[config.mk]
export PLATFORM = sky130hd
export DESIGN_NAME = cdt_timer
export DESIGN_NICKNAME = d
export VERILOG_FILES = /design/src/rtl/cdt_pkg.sv /design/src/rtl/cdt_prescaler.sv /design/src/rtl/cdt_counter.sv /design/src/rtl/cdt_regs.sv /design/src/rtl/cdt_timer.sv
export SDC_FILE = /design/constraint.sdc
export NUM_CORES = 1
export LEC_CHECK = 0
export ABC_CLOCK_PERIOD_IN_PS = 3500
export BUFFER_PORTS_ARGS = -buffer_cell sky130_fd_sc_hd__buf_2
export CAP_MARGIN = 0
export CORE_MARGIN = 2
export CORE_UTILIZATION = 44
export DETAILED_ROUTE_END_ITERATION = 7
export PLACE_DENSITY = 0.69
export SKIP_CTS_REPAIR_TIMING = 1
export SYNTH_ARGS = -nofsm -noshare
export SYNTH_HDL_FRONTEND = slang
export SYNTH_SLANG_ARGS = --single-unit
[constraint.sdc]
create_clock -name clk -period 3.5 [get_ports clk]
set_input_delay 0.175 -clock clk [delete_from_list [all_inputs] [get_ports clk]]
set_output_delay 0.175 -clock clk [all_outputs]
set_load 0.02 [all_outputs]
[src/rtl/cdt_pkg.sv]
package cdt_pkg;

  // Control byte, most significant bit first.
  typedef struct packed {
    logic       en;        // bit 7: counting enabled
    logic       periodic;  // bit 6: periodic reload
    logic       ie;        // bit 5: interrupt enable
    logic       spare;     // bit 4: stored, no function
    logic [1:0] pre;       // bits 3:2: prescale select
    logic       wide;      // bit 1: 32-bit counter size
    logic       oneshot;   // bit 0: stop after first expiry
  } cdt_ctrl_t;

  typedef enum logic [1:0] {
    PRE_DIV1   = 2'd0,
    PRE_DIV16  = 2'd1,
    PRE_DIV256 = 2'd2,
    PRE_ALT1   = 2'd3
  } cdt_pre_e;

  localparam logic [7:0] CTRL_RESET = 8'h20;

  localparam int OFS_LOAD  = 0;
  localparam int OFS_VALUE = 1;
  localparam int OFS_CTRL  = 2;
  localparam int OFS_CLR   = 3;
  localparam int OFS_RAW   = 4;
  localparam int OFS_MASK  = 5;
  localparam int OFS_BGLD  = 6;

endpackage

[src/rtl/cdt_prescaler.sv]
module cdt_prescaler
  import cdt_pkg::*;
#(
  parameter int PRE_W = 8,   // full divide = 2**PRE_W
  parameter int MID_W = 4    // middle divide = 2**MID_W
) (
  input  logic       clk,
  input  logic       rst,
  input  logic       restart,
  input  logic [1:0] sel,
  output logic       tick
);

  logic [PRE_W-1:0] phase_q;
  logic             tap_mid;
  logic             tap_full;

  always_ff @(posedge clk) begin
    if (rst || restart) begin
      phase_q <= '0;
    end else begin
      phase_q <= phase_q + 1'b1;
    end
  end

  generate
    if (MID_W > 0) begin : g_mid
      assign tap_mid = &phase_q[MID_W-1:0];
    end else begin : g_nomid
      assign tap_mid = 1'b1;
    end
  endgenerate

  assign tap_full = &phase_q;

  always_comb begin
    unique case (cdt_pre_e'(sel))
      PRE_DIV16:  tick = tap_mid;
      PRE_DIV256: tick = tap_full;
      default:    tick = 1'b1;
    endcase
  end

endmodule

[src/rtl/cdt_counter.sv]
module cdt_counter #(
  parameter int DW = 32,
  parameter int NW = 16
) (
  input  logic          clk,
  input  logic          rst,
  input  logic          en,
  input  logic          periodic,
  input  logic          oneshot,
  input  logic          wide,
  input  logic          tick,
  input  logic          load_now,
  input  logic [DW-1:0] load_data,
  input  logic [DW-1:0] load_val,
  output logic [DW-1:0] count_eff,
  output logic          expire
);

  localparam logic [DW-1:0] FULL_MASK   = '1;
  localparam logic [DW-1:0] NARROW_MASK = {{(DW-NW){1'b0}}, {NW{1'b1}}};
  localparam logic [DW-1:0] ONE         = {{(DW-1){1'b0}}, 1'b1};

  logic [DW-1:0] count_q;
  logic [DW-1:0] size_mask;
  logic          free_run;
  logic [DW-1:0] reload_bg;
  logic [DW-1:0] reload_now;
  logic          at_zero;

  assign size_mask  = wide ? FULL_MASK : NARROW_MASK;
  assign free_run   = !periodic && !oneshot;
  assign count_eff  = count_q & size_mask;
  assign at_zero    = (count_eff == '0);
  assign reload_bg  = free_run ? size_mask : (load_val & size_mask);
  assign reload_now = free_run ? size_mask : (load_data & size_mask);
  assign expire     = en && tick && !load_now && (count_eff == ONE);

  always_ff @(posedge clk) begin
    if (rst) begin
      count_q <= FULL_MASK;
    end else if (load_now) begin
      count_q <= reload_now;
    end else if (en && tick) begin
      if (at_zero) begin
        if (!oneshot) begin
          count_q <= reload_bg;
        end
      end else begin
        count_q <= count_eff - ONE;
      end
    end
  end

endmodule

[src/rtl/cdt_regs.sv]
module cdt_regs
  import cdt_pkg::*;
#(
  parameter int DW = 32,
  parameter int AW = 4
) (
  input  logic          clk,
  input  logic          rst,
  input  logic [AW-1:0] addr,
  input  logic          we,
  input  logic [DW-1:0] wdata,
  input  logic          expire,
  input  logic [DW-1:0] count_eff,
  output cdt_ctrl_t     ctrl_q,
  output logic [DW-1:0] load_q,
  output logic          load_now,
  output logic          pre_restart,
  output logic          raw_q,
  output logic [DW-1:0] rdata_q,
  output logic          irq_q
);

  logic      hit_load, hit_ctrl, hit_clr, hit_bg;
  cdt_ctrl_t ctrl_d;
  logic      raw_d;
  logic [DW-1:0] rd_mux;

  assign hit_load = we && (addr == AW'(OFS_LOAD));
  assign hit_ctrl = we && (addr == AW'(OFS_CTRL));
  assign hit_clr  = we && (addr == AW'(OFS_CLR));
  assign hit_bg   = we && (addr == AW'(OFS_BGLD));

  assign load_now    = hit_load;
  assign ctrl_d      = hit_ctrl ? cdt_ctrl_t'(wdata[7:0]) : ctrl_q;
  assign pre_restart = hit_ctrl && (wdata[3:2] != ctrl_q.pre);
  // An expiry in the same cycle as a clear keeps the flag.
  assign raw_d       = expire || (raw_q && !hit_clr);

  always_comb begin
    rd_mux = '0;
    if (addr == AW'(OFS_LOAD) || addr == AW'(OFS_BGLD)) begin
      rd_mux = load_q;
    end else if (addr == AW'(OFS_VALUE)) begin
      rd_mux = count_eff;
    end else if (addr == AW'(OFS_CTRL)) begin
      rd_mux = {{(DW-8){1'b0}}, ctrl_q};
    end else if (addr == AW'(OFS_RAW)) begin
      rd_mux = {{(DW-1){1'b0}}, raw_q};
    end else if (addr == AW'(OFS_MASK)) begin
      rd_mux = {{(DW-1){1'b0}}, raw_q && ctrl_q.ie};
    end
  end

  always_ff @(posedge clk) begin
    if (rst) begin
      ctrl_q  <= cdt_ctrl_t'(CTRL_RESET);
      load_q  <= '0;
      raw_q   <= 1'b0;
      irq_q   <= 1'b0;
      rdata_q <= '0;
    end else begin
      ctrl_q  <= ctrl_d;
      raw_q   <= raw_d;
      irq_q   <= raw_d && ctrl_d.ie;
      rdata_q <= rd_mux;
      if (hit_load || hit_bg) begin
        load_q <= wdata;
      end
    end
  end

endmodule

[src/rtl/cdt_timer.sv]
module cdt_timer
  import cdt_pkg::*;
#(
  parameter int DW    = 32,
  parameter int AW    = 4,
  parameter int NW    = 16,
  parameter int PRE_W = 8,
  parameter int MID_W = 4
) (
  input  logic          clk,
  input  logic          rst,
  input  logic [AW-1:0] bus_addr,
  input  logic          bus_we,
  input  logic [DW-1:0] bus_wdata,
  output logic [DW-1:0] bus_rdata,
  output logic          irq_o
);

  cdt_ctrl_t     ctrl_q;
  logic [DW-1:0] load_q;
  logic          load_now;
  logic          pre_restart;
  logic          raw_q;
  logic          tick;
  logic          expire;
  logic [DW-1:0] count_eff;

  cdt_regs #(.DW(DW), .AW(AW)) u_regs (
    .clk         (clk),
    .rst         (rst),
    .addr        (bus_addr),
    .we          (bus_we),
    .wdata       (bus_wdata),
    .expire      (expire),
    .count_eff   (count_eff),
    .ctrl_q      (ctrl_q),
    .load_q      (load_q),
    .load_now    (load_now),
    .pre_restart (pre_restart),
    .raw_q       (raw_q),
    .rdata_q     (bus_rdata),
    .irq_q       (irq_o)
  );

  cdt_prescaler #(.PRE_W(PRE_W), .MID_W(MID_W)) u_pre (
    .clk     (clk),
    .rst     (rst),
    .restart (pre_restart),
    .sel     (ctrl_q.pre),
    .tick    (tick)
  );

  cdt_counter #(.DW(DW), .NW(NW)) u_cnt (
    .clk       (clk),
    .rst       (rst),
    .en        (ctrl_q.en),
    .periodic  (ctrl_q.periodic),
    .oneshot   (ctrl_q.oneshot),
    .wide      (ctrl_q.wide),
    .tick      (tick),
    .load_now  (load_now),
    .load_data (bus_wdata),
    .load_val  (load_q),
    .count_eff (count_eff),
    .expire    (expire)
  );

endmodule

==> flow_metrics.py <==
metrics = {
    "placement": {
        "place.gp.congestion": 0.982,
        "port_buffers": 71,
        "dp_hpwl_um": 11800,
        "placed_cell_area_um2": 6220,
    },
    "pwr": {
        "internal_power_mw": 2.57,
        "power_density_nw_per_um2": 490,
        "switching_power_uw": 781,
        "static-leakage-power_nw": 2.50,
        "irDropWorstVdd_mv": 0.348,
        "clockPowerShare_pct": 52.8,
        "p_sw_share_pct": 23.3,
        "p_seq_share_pct": 41.1,
        "combPwrFrac_pct": 6.1,
    },
    "final_layout": {
        "num_antenna_cells": 0,
        "fin_area_um2": 6850,
        "area_growth_pct": 20.1,
        "regArea_um2": 2280,
        "nets": 842,
        "drive_gt1_share_pct": 17.0,
        "multi_input_area_um2": 3150,
        "n_fill_cell": 1208,
    },
    "routing": {
        "avgRoutedWirePerCell_um": 18.4,
        "dr.pass1.iters": 5,
        "postRouteAntennaNets": 0,
        "wl_um": 18100,
        "vias": 5872,
        "drc": 0,
        "vias_per_cell": 5.98,
        "first_iter_violations": 724,
    },
    "sta": {
        "period_share_pct": 92.0,
        "final-hold-violation-count": 0,
        "setup_viol": 0,
        "drv_slew": 0,
        "period_needed_ns": 3.22,
        "rsz0062_at_grt": "false",
        "whs_ns": 0.000466,
        "slew_headroom_pct": 38.3,
        "fin_worst_skew_ns": 0.00611,
        "tightest_slew_ns": 0.925,
        "fmax_ghz": 0.310,
        "tns_ns": 0,
    },
    "synthesis": {
        "synth_edf_count": 0,
        "synthArstFlopShare_pct": 0,
        "yosys.area.top_type_share_pct": 40.0,
        "avgSynthCellArea_um2": 7.65,
        "synthCells": 745,
        "synth_area_leader_cell": "dfxtp_1",
        "netlist_top_cells_count": "nand2_1 (125), dfxtp_1 (114), nor2_1 (74)",
        "ys_types": 72,
        "synth_ff_type": "dfxtp_1",
        "ys_ff_latch": 114,
        "syn-num-nets": 789,
        "yosys_warnings": 0,
        "netlist_area_um2": 5700,
        "yosysSeqAreaShare_pct": 40.0,
        "synthTopCellsByArea": "dfxtp_1 (40%), nand2_1 (8.2%), a21oi_1 (6.3%)",
        "synth.most_common_cell": "nand2_1",
    },
    "setup_path": {
        "cp_data_required_time_ns": 3.81,
        "r2r-start": "u_cnt.count_q[1]",
        "path_cells": "inv_1 -> ha_1 -> or3b_2 -> nor3_1 -> nand2_1 -> o32a_2 -> o211ai_1 -> a31oi_1 -> a211o_1",
        "worstSetupEndpointType": "flop",
        "critical_path_peak_fanout": 23,
        "worst-setup-path-type": "reg -> reg",
        "crit_path_start": "u_cnt.count_q[1]",
        "cpMaxStageDelayCell": "o32a_2",
        "r2r_cells": 9,
        "critPathMaxStageDelay_ns": 0.67,
        "rr_endpoint": "u_cnt.count_q[26]",
        "r2r_slack_ns": 0.28,
        "crit_arrival_ns": 3.53,
        "cp-start-kind": "flop",
        "critPathCapture": "u_cnt.count_q[26]",
    },
    "global_route": {
        "grt_pass1_vias": 5554,
        "grt-ovfl-total": 0,
        "grt_max_degree": 87,
        "grt_pass1_wl_um": 29000,
        "antenna_found_initial": 0,
        "grtUsageTotal_pct": 26.1,
    },
    "floorplan": {
        "initial_core_util_pct": 45.2,
        "die_h_um": 118,
        "core_um2": 12600,
        "num_rows": 41,
        "io_pins": 72,
        "dieArea_um2": 13900,
        "die_width_um": 118,
    },
    "run_status": {
        "status": "complete, no violations",
    },
    "clock_tree": {
        "cts_tree": "yes",
        "cts_sinks": 114,
        "clk_pin_slew_worst_paths_ns": 0.06,
        "clock_path_buffers": 2,
        "numCtsBuffers": 17,
        "cts_root_buf": "clkbuf_16",
        "clock_latency_ns": 0.43,
        "htree_levels": 4,
    },
    "min_path": {
        "hp-class": "in -> reg",
    },
    "flow_run": {
        "max_cap_viol_count": 0,
    },
}
worst min-delay path by stage:
stage | from | endpoint | slack, ns | cells after the start
floorplan | bus_wdata[10] | u_regs.load_q[10] | 0.31 | 2
global placement | u_pre.phase_q[0] | u_pre.phase_q[0] | 0.43 | 1
detailed placement | bus_wdata[13] | u_regs.load_q[13] | 0.44 | 3
CTS | bus_wdata[13] | u_regs.load_q[13] | -0.01 | 3
global route | bus_wdata[26] | u_regs.load_q[26] | 0.00004 | 3
finish | bus_wdata[9] | u_regs.load_q[9] | 0.0005 | 3
critical path: cells and delay by family (launching register included):
| family | cells | cell delay [ns] |
|---|---|---|
| simple gates | 3 | 1.24 |
| flops | 1 | 0.35 |
| buf+inv | 1 | 0.10 |
| fa+ha+maj | 1 | 0.21 |
| compound gates | 4 | 1.18 |
stage by stage:
step / power [mW] / setup WS, ns / util (%) / instances
after floorplan: 1.52 / 0.624 / - / 745
after global placement: 1.59 / 0.274 / 49.3 / 949
after detailed placement: 1.60 / 0.179 / 49.3 / 949
after CTS: 3.37 / 0.155 / 54.1 / 980
after global routing: 3.46 / 0.143 / 54.2 / 982
final: 3.35 / 0.279 / 54.2 / 982
flip-flops by register name, summed over array words and instances, names as in the netlist:
name            flops
u_regs.load_q      32
u_regs.irq_q        1
u_regs.rdata_q     32
u_regs.ctrl_q       8
u_pre.phase_q       8
u_cnt.count_q      32
u_regs.raw_q        1
cell usage in the layout (no fill, tap or decap), types with 3 or more instances in the layout:
master,count
xnor2_1,10
o22ai_1,7
a21oi_1,72
nor2_1,73
inv_1,9
clkinvlp_4,3
nand3_1,20
or4_1,4
o32ai_1,4
a211oi_1,7
bufinv_16,3
nand2b_1,3
o211ai_1,8
xor2_1,9
o311ai_0,5
clkinv_2,4
clkbuf_8,3
nand2_1,125
a211o_1,5
dfxtp_1,114
o21ai_0,52
ha_1,5
a22oi_1,32
buf_4,23
a31oi_1,9
o31ai_1,8
nor4_1,10
buf_2,70
clkbuf_16,17
nand4_1,4
o21bai_1,7
or3_1,7
nor3_1,21
routing by layer:
| metal | vias to the layer above | global-route usage, % | part of all wire, % |
|---|---|---|---|
| met5 | - | 0 | 0 |
| met4 | 0 | 9.34 | 2.6 |
| met3 | 43 | 6.69 | 7.2 |
| met2 | 275 | 42.7 | 47 |
| met1 | 2761 | 33.3 | 43 |
| li1 | 2793 | - | - |
logic make-up after synthesis:
kind of cell	Yosys count	share of synthesized area (%)
flops	114	40.0
buf+inv	71	4.89
compound gates	244	27.7
xor+xnor	19	2.92
mux	1	0.176
fa+ha+maj	5	1.10
simple gates	291	23.2
power by group through the flow:
| stage | logic [mW] | clock network [mW] | registers (mW) |
|---|---|---|---|
| 3_5_place_dp | 0.198 | 0 | 1.40 |
| 3_3_place_gp | 0.193 | 0 | 1.40 |
| 6_report | 0.203 | 1.77 | 1.38 |
| 5_1_grt | 0.223 | 1.85 | 1.38 |
| 2_1_floorplan | 0.134 | 0 | 1.39 |
| 4_1_cts | 0.199 | 1.79 | 1.38 |
area by class of cell:
cell class	count	area share, %
flip-flops and latches	114	33.3
repair buffers	96	8.23
clock inverters	10	1.94
inverters	9	0.494
multi-input cells	560	46.0
well taps	172	3.14
clock buffers	21	6.87
Note: power is estimated with default switching activity, not from simulation.
